File: config.mk
export PLATFORM = sky130hd
export DESIGN_NAME = fp64_cmp_flags_unit
export DESIGN_NICKNAME = d
export VERILOG_FILES = /design/src/rtl/fcmp_pkg.sv /design/src/rtl/fcmp_classify.sv /design/src/rtl/fcmp_order.sv /design/src/rtl/fcmp_ctrl.sv /design/src/rtl/fp64_cmp_flags_unit.sv
export SDC_FILE = /design/constraint.sdc
export NUM_CORES = 1
export LEC_CHECK = 0
export BUFFER_PORTS_ARGS = -buffer_cell sky130_fd_sc_hd__buf_2
export CORE_AREA = 2 2 105 107
export DETAILED_ROUTE_END_ITERATION = 12
export DIE_AREA = 0 0 107 109
export PLACE_DENSITY = 0.68
export SLEW_MARGIN = 25
export SYNTH_ARGS = -nofsm -noshare
export SYNTH_HDL_FRONTEND = slang
export SYNTH_HIERARCHICAL = 1
export SYNTH_SLANG_ARGS = --single-unit
File: constraint.sdc
create_clock -name clk -period 6.9 [get_ports clk]
set_clock_uncertainty 0.05 [all_clocks]
set_input_delay 1.38 -clock clk [delete_from_list [all_inputs] [get_ports clk]]
set_output_delay 1.38 -clock clk [all_outputs]
set_load 0.02 [all_outputs]
File: src/rtl/fcmp_pkg.sv
package fcmp_pkg;
    localparam int FP_W   = 64;
    localparam int EXP_W  = 11;
    localparam int FRAC_W = FP_W - EXP_W - 1;
    localparam int MAG_W  = FP_W - 1;

    typedef enum logic [1:0] {
        REL_GT = 2'd0,
        REL_LT = 2'd1,
        REL_EQ = 2'd2,
        REL_UN = 2'd3
    } rel_e;

    typedef enum logic {
        ST_WAIT = 1'b0,
        ST_SHOW = 1'b1
    } st_e;
endpackage

File: src/rtl/fcmp_classify.sv
module fcmp_classify
    import fcmp_pkg::*;
(
    input  logic [FP_W-1:0]  word,
    output logic             is_nan,
    output logic             is_snan,
    output logic             is_zero,
    output logic             is_sub,
    output logic             sign,
    output logic [MAG_W-1:0] mag
);
    logic [EXP_W-1:0]  expo;
    logic [FRAC_W-1:0] frac;
    logic              exp_max, exp_min, frac_nz;

    always_comb begin
        expo    = word[FP_W-2 -: EXP_W];
        frac    = word[FRAC_W-1:0];
        exp_max = &expo;
        exp_min = ~|expo;
        frac_nz = |frac;
        is_nan  = exp_max & frac_nz;
        is_snan = is_nan & ~frac[FRAC_W-1];
        is_zero = exp_min & ~frac_nz;
        is_sub  = exp_min & frac_nz;
        sign    = word[FP_W-1];
        mag     = word[MAG_W-1:0];
    end
endmodule

File: src/rtl/fcmp_order.sv
module fcmp_order
    import fcmp_pkg::*;
(
    input  logic             a_nan,
    input  logic             b_nan,
    input  logic             a_zero,
    input  logic             b_zero,
    input  logic             a_sign,
    input  logic             b_sign,
    input  logic [MAG_W-1:0] a_mag,
    input  logic [MAG_W-1:0] b_mag,
    output rel_e             rel
);
    always_comb begin
        if (a_nan || b_nan)
            rel = REL_UN;
        else if (a_zero && b_zero)
            rel = REL_EQ;
        else if (a_sign != b_sign)
            rel = a_sign ? REL_LT : REL_GT;
        else if (a_mag == b_mag)
            rel = REL_EQ;
        else if ((a_mag > b_mag) ^ a_sign)
            rel = REL_GT;
        else
            rel = REL_LT;
    end
endmodule

File: src/rtl/fcmp_ctrl.sv
module fcmp_ctrl
    import fcmp_pkg::*;
(
    input  logic clk,
    input  logic rst_n,
    input  logic in_valid,
    output logic in_ready,
    input  rel_e rel,
    input  logic any_nan,
    input  logic any_snan,
    input  logic any_sub,
    input  logic in_ordered,
    input  logic in_mask_inv,
    input  logic in_mask_den,
    output logic out_valid,
    output logic out_zf,
    output logic out_pf,
    output logic out_cf,
    output logic out_inv,
    output logic out_den,
    output logic out_flag_we
);
    st_e  state, state_nx;
    logic accept, inv_n, den_n, we_n;
    logic mode_q, mask_inv_q, mask_den_q;
    logic [2:0] code_n;

    // state register
    always_ff @(posedge clk) begin
        if (!rst_n) state <= ST_WAIT;
        else        state <= state_nx;
    end

    // transitions ACCEPT and RETIRE
    always_comb begin
        state_nx = state;
        unique case (state)
            ST_WAIT: if (in_valid) state_nx = ST_SHOW;
            ST_SHOW: state_nx = ST_WAIT;
        endcase
    end

    // state-decoded handshake outputs
    always_comb begin
        unique case (state)
            ST_WAIT: begin in_ready = 1'b1; out_valid = 1'b0; end
            ST_SHOW: begin in_ready = 1'b0; out_valid = 1'b1; end
        endcase
    end

    always_comb begin
        accept = in_valid && in_ready;
        inv_n  = in_ordered ? any_nan : any_snan;
        den_n  = any_sub;
        we_n   = !((inv_n && !in_mask_inv) || (den_n && !in_mask_den));
        unique case (rel)
            REL_GT: code_n = 3'b000;
            REL_LT: code_n = 3'b001;
            REL_EQ: code_n = 3'b100;
            REL_UN: code_n = 3'b111;
        endcase
    end

    always_ff @(posedge clk) begin
        if (!rst_n) begin
            {out_zf, out_pf, out_cf} <= 3'b000;
            out_inv     <= 1'b0;
            out_den     <= 1'b0;
            out_flag_we <= 1'b0;
            mode_q      <= 1'b0;
            mask_inv_q  <= 1'b0;
            mask_den_q  <= 1'b0;
        end else if (accept) begin
            if (we_n) {out_zf, out_pf, out_cf} <= code_n;
            out_inv     <= inv_n;
            out_den     <= den_n;
            out_flag_we <= we_n;
            mode_q      <= in_ordered;
            mask_inv_q  <= in_mask_inv;
            mask_den_q  <= in_mask_den;
        end else begin
            out_flag_we <= 1'b0;
        end
    end


    accept_to_valid_chk: assert property (@(posedge clk) disable iff (!rst_n)
        (in_valid && in_ready) |=> out_valid);

    valid_single_chk: assert property (@(posedge clk) disable iff (!rst_n)
        out_valid |=> !out_valid);

    busy_not_ready_chk: assert property (@(posedge clk) disable iff (!rst_n)
        out_valid |-> !in_ready);

    flag_hold_chk: assert property (@(posedge clk) disable iff (!rst_n)
        !out_flag_we |-> $stable({out_zf, out_pf, out_cf}));

    we_in_result_chk: assert property (@(posedge clk) disable iff (!rst_n)
        out_flag_we |-> out_valid);

    we_masks_chk: assert property (@(posedge clk) disable iff (!rst_n)
        out_flag_we |-> ((!out_inv || mask_inv_q) && (!out_den || mask_den_q)));

    unordered_code_chk: assert property (@(posedge clk) disable iff (!rst_n)
        out_pf |-> (out_zf && out_cf));

    ordered_nan_inv_chk: assert property (@(posedge clk) disable iff (!rst_n)
        (out_flag_we && out_pf && mode_q) |-> out_inv);
endmodule

File: src/rtl/fp64_cmp_flags_unit.sv
module fp64_cmp_flags_unit
    import fcmp_pkg::*;
#(
    parameter int OPW = 128
) (
    input  logic           clk,
    input  logic           rst_n,
    input  logic           in_valid,
    output logic           in_ready,
    input  logic [OPW-1:0] in_op_a,
    input  logic [OPW-1:0] in_op_b,
    input  logic           in_ordered,
    input  logic           in_mask_inv,
    input  logic           in_mask_den,
    output logic           out_valid,
    output logic           out_zf,
    output logic           out_pf,
    output logic           out_cf,
    output logic           out_of,
    output logic           out_sf,
    output logic           out_af,
    output logic           out_inv,
    output logic           out_den,
    output logic           out_flag_we
);
    localparam int N_OPS = 2;
    localparam int HI_W  = OPW - FP_W;

    logic [N_OPS-1:0][FP_W-1:0]  low_w;
    logic [N_OPS-1:0]            nan_v, snan_v, zero_v, sub_v, sign_v;
    logic [N_OPS-1:0][MAG_W-1:0] mag_v;
    rel_e                        rel;

    assign low_w[0] = in_op_a[FP_W-1:0];
    assign low_w[1] = in_op_b[FP_W-1:0];

    generate
        if (HI_W > 0) begin : g_hi
            logic hi_unused;
            assign hi_unused = ^{in_op_a[OPW-1:FP_W], in_op_b[OPW-1:FP_W]};
        end
        for (genvar g = 0; g < N_OPS; g++) begin : g_cls
            fcmp_classify u_cls (
                .word    (low_w[g]),
                .is_nan  (nan_v[g]),
                .is_snan (snan_v[g]),
                .is_zero (zero_v[g]),
                .is_sub  (sub_v[g]),
                .sign    (sign_v[g]),
                .mag     (mag_v[g])
            );
        end
    endgenerate

    fcmp_order u_order (
        .a_nan  (nan_v[0]),  .b_nan  (nan_v[1]),
        .a_zero (zero_v[0]), .b_zero (zero_v[1]),
        .a_sign (sign_v[0]), .b_sign (sign_v[1]),
        .a_mag  (mag_v[0]),  .b_mag  (mag_v[1]),
        .rel    (rel)
    );

    fcmp_ctrl u_ctrl (
        .clk         (clk),
        .rst_n       (rst_n),
        .in_valid    (in_valid),
        .in_ready    (in_ready),
        .rel         (rel),
        .any_nan     (|nan_v),
        .any_snan    (|snan_v),
        .any_sub     (|sub_v),
        .in_ordered  (in_ordered),
        .in_mask_inv (in_mask_inv),
        .in_mask_den (in_mask_den),
        .out_valid   (out_valid),
        .out_zf      (out_zf),
        .out_pf      (out_pf),
        .out_cf      (out_cf),
        .out_inv     (out_inv),
        .out_den     (out_den),
        .out_flag_we (out_flag_we)
    );

    assign out_of = 1'b0;
    assign out_sf = 1'b0;
    assign out_af = 1'b0;
endmodule

Yosys cells after proc, flatten, opt, wreduce, memory -nomap -nowiden:

Index checks and enable logic that the tools add are counted.

* output and inout bits: 11
* register bits: 7

* reductions and logical operators: 23
* bitwise gates (word level): 15
* mux-type cells: 12
* equality and inequality tests: 5
* $lt $le $gt $ge: 1

Operators by type and width (number)
* $reduce_or A52 Y1: 2
* $eq A63 B63 Y1: 1
* $gt A63 B63 Y1: 1
* $reduce_and A11 Y1: 2
* $reduce_or A11 Y1: 2
* $pmux W3 S4: 1
* $and A1 B1 Y1: 8
* $mux W2: 4
* $not A1 Y1: 6
* $pmux W1 S2: 3
* $reduce_or A2 Y1: 3
* $logic_not A1 Y1: 5
* $eq A2 B2 Y1 const B: 2
* $logic_and A1 B1 Y1: 4
* $mux W1: 4
* $reduce_and A2 Y1: 2
* $eq A2 B1 Y1 const B: 1
* $logic_not A2 Y1: 1
* $logic_or A1 B1 Y1: 2
* $ne A1 B1 Y1: 1
* $xor A1 B1 Y1: 1

Longest topological paths before layout:

Gate-level depths: netlist (run 1).

* depth after elaboration: 9
* mapped depth: 12
* depth with buffers taken out: 11

Hierarchy:

The synthesis (run 1) kept the hierarchy.

By module, submodules not included
* fcmp_order: seq. area each 0.0 sq um, cells each 236, times used 1, area each 1679.1 sq um
* fcmp_classify: seq. area each 0.0 sq um, cells each 95, times used 2, area each 676.9 sq um
* fcmp_ctrl: seq. area each 140.1 sq um, cells each 28, times used 1, area each 286.5 sq um
* fp64_cmp_flags_unit: seq. area each 0.0 sq um, cells each 7, times used 1, area each 45.0 sq um

Least setup slack after synthesis (run 1):

No wires, ideal clock.

* kind: input -> register
* start point: input port in_op_a[45]
* end point: register u_ctrl.out_pf
* setup time: 72 ps
* slack: 3640 ps
* required time: 6778 ps
* arrival time: 3138 ps
* cell stages on the path: 11
* cell sequence: buf_4 ha_1 a21oi_1 nand2_1 a221oi_1 a21boi_1 nor4_1 a21oi_1 o21ai_2 nand3_1 mux2i_1

* word-level cells in the longest chain between the ends: 9
* elaborated cells on any way between the ends: 30
* classes of those cells: 1 x order compare; 4 x eq/ne; 7 x mux; 7 x bitwise; 11 x reduce/logical

Ends and longest elaborated chain
* start: declaration: RTL line fp64_cmp_flags_unit.sv:10 `input logic [OPW-1:0] in_op_a,`
* $gt A63 B63 Y1: RTL line fcmp_order.sv:23 `else if ((a_mag > b_mag) ^ a_sign)`
* $xor A1 B1 Y1: RTL line fcmp_order.sv:23
* $mux W1: RTL line fcmp_order.sv:23
* $mux W2: RTL line fcmp_order.sv:21 `else if (a_mag == b_mag)`
* $mux W2: RTL line fcmp_order.sv:19 `else if (a_sign != b_sign)`
* $mux W2: RTL line fcmp_order.sv:17 `else if (a_zero && b_zero)`
* $mux W2 (*): RTL line fcmp_order.sv:15 `if (a_nan || b_nan)`
* via rel[0]: RTL line fp64_cmp_flags_unit.sv:32 `rel_e rel;`
* $eq A2 B2 Y1 (tied with other cells): RTL line fcmp_ctrl.sv:56 `unique case (rel)`
* $pmux W3 S4 (*): RTL line fcmp_ctrl.sv:56
* end signal: assignment: RTL line fcmp_ctrl.sv:74 `if (we_n) {out_zf, out_pf, out_cf} <= code_n;`
* end: declaration: RTL line fcmp_ctrl.sv:17 `output logic out_pf,`

Mark *: on every way through the listed nets, which the timed path passes. The rest lies on a longest branch.
A chain may end at the register's enable or synchronous reset.

Worst setup path after layout (run 1):

* start point: input port in_op_a[8]
* end point: register u_ctrl.out_cf

* word-level cells in the longest chain between the ends: 9
* elaborated cells on any way between the ends: 30
* classes of those cells: 1 x order compare; 4 x eq/ne; 7 x mux; 7 x bitwise; 11 x reduce/logical

Ends and longest elaborated chain
* $reduce_or A52 Y1 (*): RTL line fcmp_classify.sv:21 `frac_nz = |frac;`
* $and A1 B1 Y1 (*): RTL line fcmp_classify.sv:22 `is_nan = exp_max & frac_nz;`
* via nan_v[0]: RTL line fp64_cmp_flags_unit.sv:30 `logic [N_OPS-1:0] nan_v, snan_v, zero_v, sub_v, sign_v;`
* $and A1 B1 Y1: RTL line fcmp_classify.sv:23 `is_snan = is_nan & ~frac[FRAC_W-1];`
* $reduce_or A2 Y1: RTL line fp64_cmp_flags_unit.sv:70 `.any_snan (|snan_v),`
* $mux W1: RTL line fcmp_ctrl.sv:53 `inv_n = in_ordered ? any_nan : any_snan;`
* $logic_and A1 B1 Y1: RTL line fcmp_ctrl.sv:55 `we_n = !((inv_n && !in_mask_inv) || (den_n && !in_mask_den));`
* $logic_or A1 B1 Y1: RTL line fcmp_ctrl.sv:55
* $not A1 Y1 (no line)
* $reduce_and A2 Y1 (no line)
* end signal: assignment: RTL line fcmp_ctrl.sv:74
* end: declaration: RTL line fcmp_ctrl.sv:18 `output logic out_cf,`

Marked as above.

==> results by group, run 1 <==
Status
  • Run status: complete, no violations

Final layout
  • Antenna Cells: 0
  • Final core occ: 0.312
  • Synth-to-layout area growth: -1.60%
  • Final instance area: 0.00331 mm2
  • Layout cell share with drive strength beyond 1: 0.328
  • Non-Filler Instances: 616
  • Filler cell count: 1155
  • Nets: 802

Flow run
  • MaxCap Viol Count: 0

Floorplan
  • Die Span Y: 109 um
  • DIE AREA: around 0.012 mm2
  • Width of the die: about 110 um
  • Initial Util: 0.317
  • # IOs: about 270
  • Core Box Area: 0.0106 mm2
  • Num rows: 38

Clock tree
  • Root buf cell: clkbuf_8
  • CTS Buf Count: 3
  • Clk Latency, worst-skew pair: between 0.2 and 0.25 ns
  • Clock transition at path regs: 0.04 ns
  • Bufs on Longest Clock Path: 2
  • CTS sink cnt: 7
  • # hold bufs at CTS: 0
  • H-tree depth: 1
  • # Post-CTS Setup Buffers: 0
  • CTS tree: yes
  • CTS resizes: 0

Power
  • Total chip power: between 0.2 and 0.3 mW
  • Leakage: 1.82 nW
  • Max IR drop VDD: 0.0467 mV
  • Power Dens Cells: about 77 mW/mm2

Setup path
  • WS Path Type: primary input to flop
  • CP startpoint kind: primary input
  • CP Capture Type: flop
  • Critical path startpoint: in_op_a[8]
  • Worst Path Required: ~7.0 ns
  • Reg2reg start: u_ctrl/state$_SDFF_PP0_
  • Maximum fanout along the worst path: 4
  • Arrival time worst endpoint: 3.75 ns

Placed design
  • Placed instance count: around 610
  • DP Area: 0.00327 mm2
  • Final HPWL DP: 7860 um
  • Final RePlAce weighted congestion: roughly 0.84
  • Port bufs: 141
  • Pre-CTS setup slack: a little over 3 ns

Routing
  • DR WL/cell: 13.7 um
  • Drc violations: 0
  • Total wire length: 8430 um
  • TritonRoute pass-1 iters: 5
  • Via count: 2899
  • Routed vias/inst: ~4.7
  • Drt initial violations: 104
  • Final ANT Viol Nets: 0

Global routing
  • First-pass GRT wire length: 13100 um
  • Pin count of the biggest net entering global routing: 11
  • All-layer global routing usage: 0.140
  • Vias in the first global route: around 2.8k
  • Initial antenna violation count: 0
  • Total gr overflow: 0

Synth
  • Mapped Area: 0.00336 mm2
  • Synth warn: 6
  • Seq/Total Area, Yosys: 0.0417
  • Cell count after synthesis: around 460
  • Syn_area_per_cell: 7.30 um2
  • #FFs+latches synth: 7
  • Synth unique cells: 45

Timing
  • Worst Hold Margin: 0.404 ns
  • Final worst path period share: 0.529
  • Max-slew violation count: 0
  • Final hold vios: 0
  • Unrepaired setup endpoints after global routing: false
  • Max Freq: 274 MHz
  • Final setup viols: 0
  • Setup_tns: 0 ns
  • Fin crit period: approximately 3.6 ns
  • Setup WS post-layout: 3.25 ns

Min path
  • Hold/Removal Path Class: flop to flop
  • Worst hold path startpoint: u_ctrl/out_pf$_SDFFE_PN0P_
==> critical path: stages <==
cell,delay (ns)
buf_2,0.13
nor4_1,0.44
nand4_1,0.25
nor4_2,0.49
nor3_1,0.14
or2_1,0.23
mux2i_1,0.23
o221a_4,0.27
mux2i_1,0.18
==> power by group <==
group / switching [mW] / total (mW) / internal [mW] / leakage [nW]
Sequential: 0.000685 / 0.0430 / 0.0423 / 0.0572
Clock: 0.0168 / 0.0567 / 0.0399 / 0.0228
Combinational: 0.0842 / 0.156 / 0.0720 / 1.74
Total: 0.102 / 0.256 / 0.154 / 1.82
==> per-layer routing <==
| metal | part of all wire | wire (um) | up-vias | track usage |
|---|---|---|---|---|
| li1 | - | - | 1515 | - |
| met1 | 0.47 | 3990 | 1275 | 0.191 |
| met2 | 0.47 | 3940 | 107 | 0.248 |
| met3 | 0.057 | 478 | 2 | 0.0102 |
| met4 | 0.0025 | 21 | 0 | 0.0148 |
| met5 | 0 | 0 | - | 0 |
==> final timing paths <==
kind | end | slack (ns) | depth (start not counted)
max | u_ctrl/out_cf$_SDFFE_PN0P_ | 3.25 | 9
min | u_ctrl/out_pf$_SDFFE_PN0P_ | 0.40 | 2
max reg2reg | u_ctrl/out_cf$_SDFFE_PN0P_ | 5.71 | 3
min reg2reg | u_ctrl/out_pf$_SDFFE_PN0P_ | 0.40 | 2
==> cells in the final DEF (no fill, tap or decap), drive strengths merged, types with 2 or more instances in the layout <==
master / instances
and2: 2
nor4: 34
ha: 63
o21ai: 11
mux2i: 5
nand4b: 2
nand4: 20
buf: 141
inv: 68
nor2b: 4
a211oi: 4
and4: 4
nor2: 9
a21boi: 2
a221oi: 3
or2: 5
nand2: 20
clkbuf: 4
a21oi: 24
nand3: 14
conb: 3
a21o: 4
nor3: 8
dfxtp: 7
or4: 2
==> cell type report <==
| class | instances | area, um2 | area share |
|---|---|---|---|
| multi-input combinational | 256 | 1990 | 0.601 |
| timing repair buffer | 141 | 706 | 0.213 |
| inverter | 68 | 255 | 0.0771 |
| tap | 140 | 175 | 0.0529 |
| sequential | 7 | 140 | 0.0423 |
| clock buffer | 4 | 45.0 | 0.0136 |
==> state kept, by name (all words and copies together) (netlist names) <==
name and cells:
u_ctrl/out_pf 1, u_ctrl/state 1, u_ctrl/out_flag_we 1, u_ctrl/out_zf 1, u_ctrl/out_inv 1, u_ctrl/out_den 1, u_ctrl/out_cf 1
==> cell families (layout without fill, tap and decap cells) <==
group                    after synthesis  after routing  share of synthesized area
other                                  1              3                    0.00111
buffers and inverters                200            213                      0.369
adder cells (fa/ha/maj)               63             63                      0.234
AND/OR/NAND/NOR                      128            128                      0.229
AO/OA/AOI/OAI                         57             57                      0.109
multiplexers                           5              5                     0.0149
flip-flops                             7              7                     0.0416
==> synth_stat cells, drive strengths merged <==
library cell / instances / area [um2]
or2: 5 / 31.3
and2b: 1 / 7.51
nor3: 8 / 40.0
inv: 68 / 255
conb: 1 / 3.75
o2111ai: 1 / 8.76
a22oi: 1 / 7.51
a21o: 4 / 30.0
nor2b: 4 / 25.0
o21a: 1 / 7.51
ha: 63 / 788
buf: 131 / 983
dfxtp: 7 / 140
o211a: 1 / 10.0
and4: 4 / 35.0
nand3: 14 / 70.1
a31o: 1 / 8.76
o21ai: 11 / 58.8
o221a: 1 / 20.0
mux2i: 5 / 50.1
nand3b: 1 / 7.51
o221ai: 1 / 8.76
nand4b: 2 / 17.5
a21oi: 24 / 120
o32ai: 1 / 8.76
or4: 2 / 15.0
nor2: 9 / 33.8
and4bb: 1 / 12.5
nand2b: 1 / 6.26
and2: 2 / 13.8
a211oi: 4 / 30.0
a221oi: 3 / 26.3
o21bai: 1 / 7.51
nand4: 20 / 138
clkbuf: 1 / 3.75
a21boi: 2 / 15.0
nand2: 20 / 75.1
nor4: 34 / 244
Power figures use the tool's default switching activity.
==> inputs of run 2 (changes only) <==
Settings changed: ABC_AREA from default to 1, PLACE_DENSITY 0.68 to 0.72.
Clock period 6.9 ns to 3.74 ns, I/O delays scaled along.
==> results by group, run 2 <==
Status
  • Run status: complete, no violations

Clock tree
  • Root buf cell: clkbuf_8
  • CTS Buf Count: 3
  • Clock transition at path regs: 0.04 ns
  • CTS sink cnt: 7
  • Clk Latency, worst-skew pair: 0.22 ns
  • Bufs on Longest Clock Path: 2
  • H-tree depth: 1
  • CTS tree: yes
  • # hold bufs at CTS: 0
  • # Post-CTS Setup Buffers: 0
  • CTS resizes: 0

Synth
  • #FFs+latches synth: 7
  • Asr flop ratio synth: 0
  • Top cells by area, synth: buf_4 (26%), ha_1 (21%), nand2_1 (11%)
  • Main synth FF type: dfxtp_1
  • Commonest cells post-synth: buf_4 (131), nand2_1 (114), inv_1 (99)
  • Synth unique cells: 28
  • Top-count cell post-synth: buf_4
  • Syn_area_per_cell: 6.05 um2
  • Cell count after synthesis: 616
  • Area share of the largest cell type after synthesis: 0.264
  • Seq/Total Area, Yosys: 0.0376
  • Post-synth EDFFs: 0
  • Yosys top cell by area: buf_4
  • Synth warn: 6
  • Mapped Area: 0.00373 mm2

Global routing
  • Initial antenna violation count: 0
  • M1 GR Usage: 0.186
  • GRT met3 Usage: 0.0227
  • GRT met2 Usage: 0.247
  • All-layer global routing usage: 0.140
  • Vias in the first global route: approximately 3k
  • First-pass GRT wire length: 13300 um
  • Pin count of the biggest net entering global routing: 6
  • Total gr overflow: 0
  • Most Crowded Layer GR: met2

Routing
  • DR WL/cell: 10.6 um
  • TritonRoute pass-1 iters: 4
  • Routed vias/inst: 4.20
  • Final ANT Viol Nets: 0
  • Drc violations: 0
  • Via count: 3241
  • Drt initial violations: between 150 and 200
  • Total wire length: slightly above 8000 um

Placed design
  • DP Area: 0.00363 mm2
  • Final RePlAce weighted congestion: 0.821
  • Port bufs: between 100 and 150
  • Final HPWL DP: 7680 um
  • Pre-CTS setup slack: 1.16 ns

Final layout
  • Filler cell count: 1223
  • Final core occ: 0.347
  • Final instance area: 0.00368 mm2
  • Most frequent cells in the layout: buf_2 (141), nand2_1 (114), inv_1 (99), nor2_1 (89), ha_1 (63)
  • Layout cell share with drive strength beyond 1: 0.263
  • Nets: ~960
  • Antenna Cells: 0
  • Synth-to-layout area growth: -1.34%
  • Commonest non-fill, non-tap cell in the layout: buf_2

Min path
  • Worst hold path startpoint: u_ctrl/out_zf$_SDFFE_PN0P_
  • Hold/Removal Path Class: flop to flop
  • WHS Endpoint: u_ctrl/out_zf$_SDFFE_PN0P_
  • Number of cells on the worst hold path: 2

Setup path
  • CP startpoint kind: primary input
  • Worst reg2reg setup slack: about 2.8 ns
  • Reg-to-reg critical path endpoint: u_ctrl/out_cf$_SDFFE_PN0P_
  • R2R cell count: 6
  • WS Path Type: primary input to flop
  • Worst Path Required: slightly below 4 ns
  • Reg2reg start: u_ctrl/state$_SDFF_PP0_
  • Maximum fanout along the worst path: 3
  • Arrival time worst endpoint: 2.49 ns
  • CP Capture Type: flop
  • Critical path startpoint: in_op_b[14]

Timing
  • Max-slew violation count: 0
  • Setup_tns: 0 ns
  • Final worst path period share: 0.638
  • Max Freq: approximately 420 MHz
  • Unrepaired setup endpoints after global routing: false
  • Fin crit period: roughly 2.4 ns
  • Final hold vios: 0
  • Setup WS post-layout: 1.35 ns
  • Final setup viols: 0

Floorplan
  • # IOs: 273
  • Width of the die: 107 um
  • Initial Util: 0.352
  • Core Box Area: 0.0106 mm2
  • Num rows: 38
  • Die Span Y: 109 um
  • DIE AREA: approximately 0.012 mm2

Power
  • Leakage: ~2.2 nW
  • Max IR drop VDD: 0.0758 mV
  • Power Dens Cells: 137 mW/mm2
  • Total chip power: 0.504 mW

Flow run
  • MaxCap Viol Count: 0
-- run 2: worst max-delay path, cell delays in order --
cell and delay (ns):
buf_2 0.09, inv_1 0.04, ha_1 0.30, nand2_2 0.08, nor2_4 0.14, nand2_1 0.08, nor2_1 0.10, nor2_1 0.06
nand2_1 0.07, nand2_1 0.05, nand2_1 0.08, nand2_1 0.07, nand3_1 0.08, nand3_1 0.09, nand2_1 0.10, nand2_1 0.05
inv_1 0.04, nand3_1 0.08, a21oi_1 0.14
-- run 2: layout make-up --
class | instances | area (um2) | share of cell area
multi-input cells | 379 | 2230 | 0.607
inverters | 101 | 380 | 0.103
well taps | 140 | 175 | 0.0476
flip-flops and latches | 7 | 140 | 0.0381
repair buffers | 141 | 706 | 0.192
clock buffers | 4 | 45.0 | 0.0122
-- run 2: metal layers --
metal  part of all wire  routed length (um)
met4                  0                   0
met2               0.44                3590
met1               0.49                4030
met5                  0                   0
met3              0.068                 556
-- run 2: power breakdown --
part	total, mW	internal (mW)	switching, mW	leakage [nW]
clock network	0.106	0.0737	0.0327	0.0228
registers	0.0803	0.0786	0.00165	0.0574
logic	0.317	0.141	0.176	2.11
-- run 2: how the worst max path moves through the flow --
stage                                 endpoint  depth (start not counted)
global placement    u_ctrl/out_pf$_SDFFE_PN0P_                         16
finish              u_ctrl/out_pf$_SDFFE_PN0P_                         19
global route        u_ctrl/out_pf$_SDFFE_PN0P_                         16
CTS                 u_ctrl/out_pf$_SDFFE_PN0P_                         16
detailed placement  u_ctrl/out_pf$_SDFFE_PN0P_                         19
floorplan           u_ctrl/out_pf$_SDFFE_PN0P_                         18
-- run 2: cell families after synthesis --
family,share of synthesized area
compound gates,0.0658
fa+ha+maj,0.211
buf+inv,0.366
flops,0.0376
other cells,0.00101
simple gates,0.318
-- run 2: metrics by stage --
step / std cells / hold slack (ns)
detailed placement: 768 / 0.405
CTS: 772 / 0.413
global route: 772 / 0.421
global placement: 768 / 0.400
floorplan: 618 / 0.486
finish: 772 / 0.412
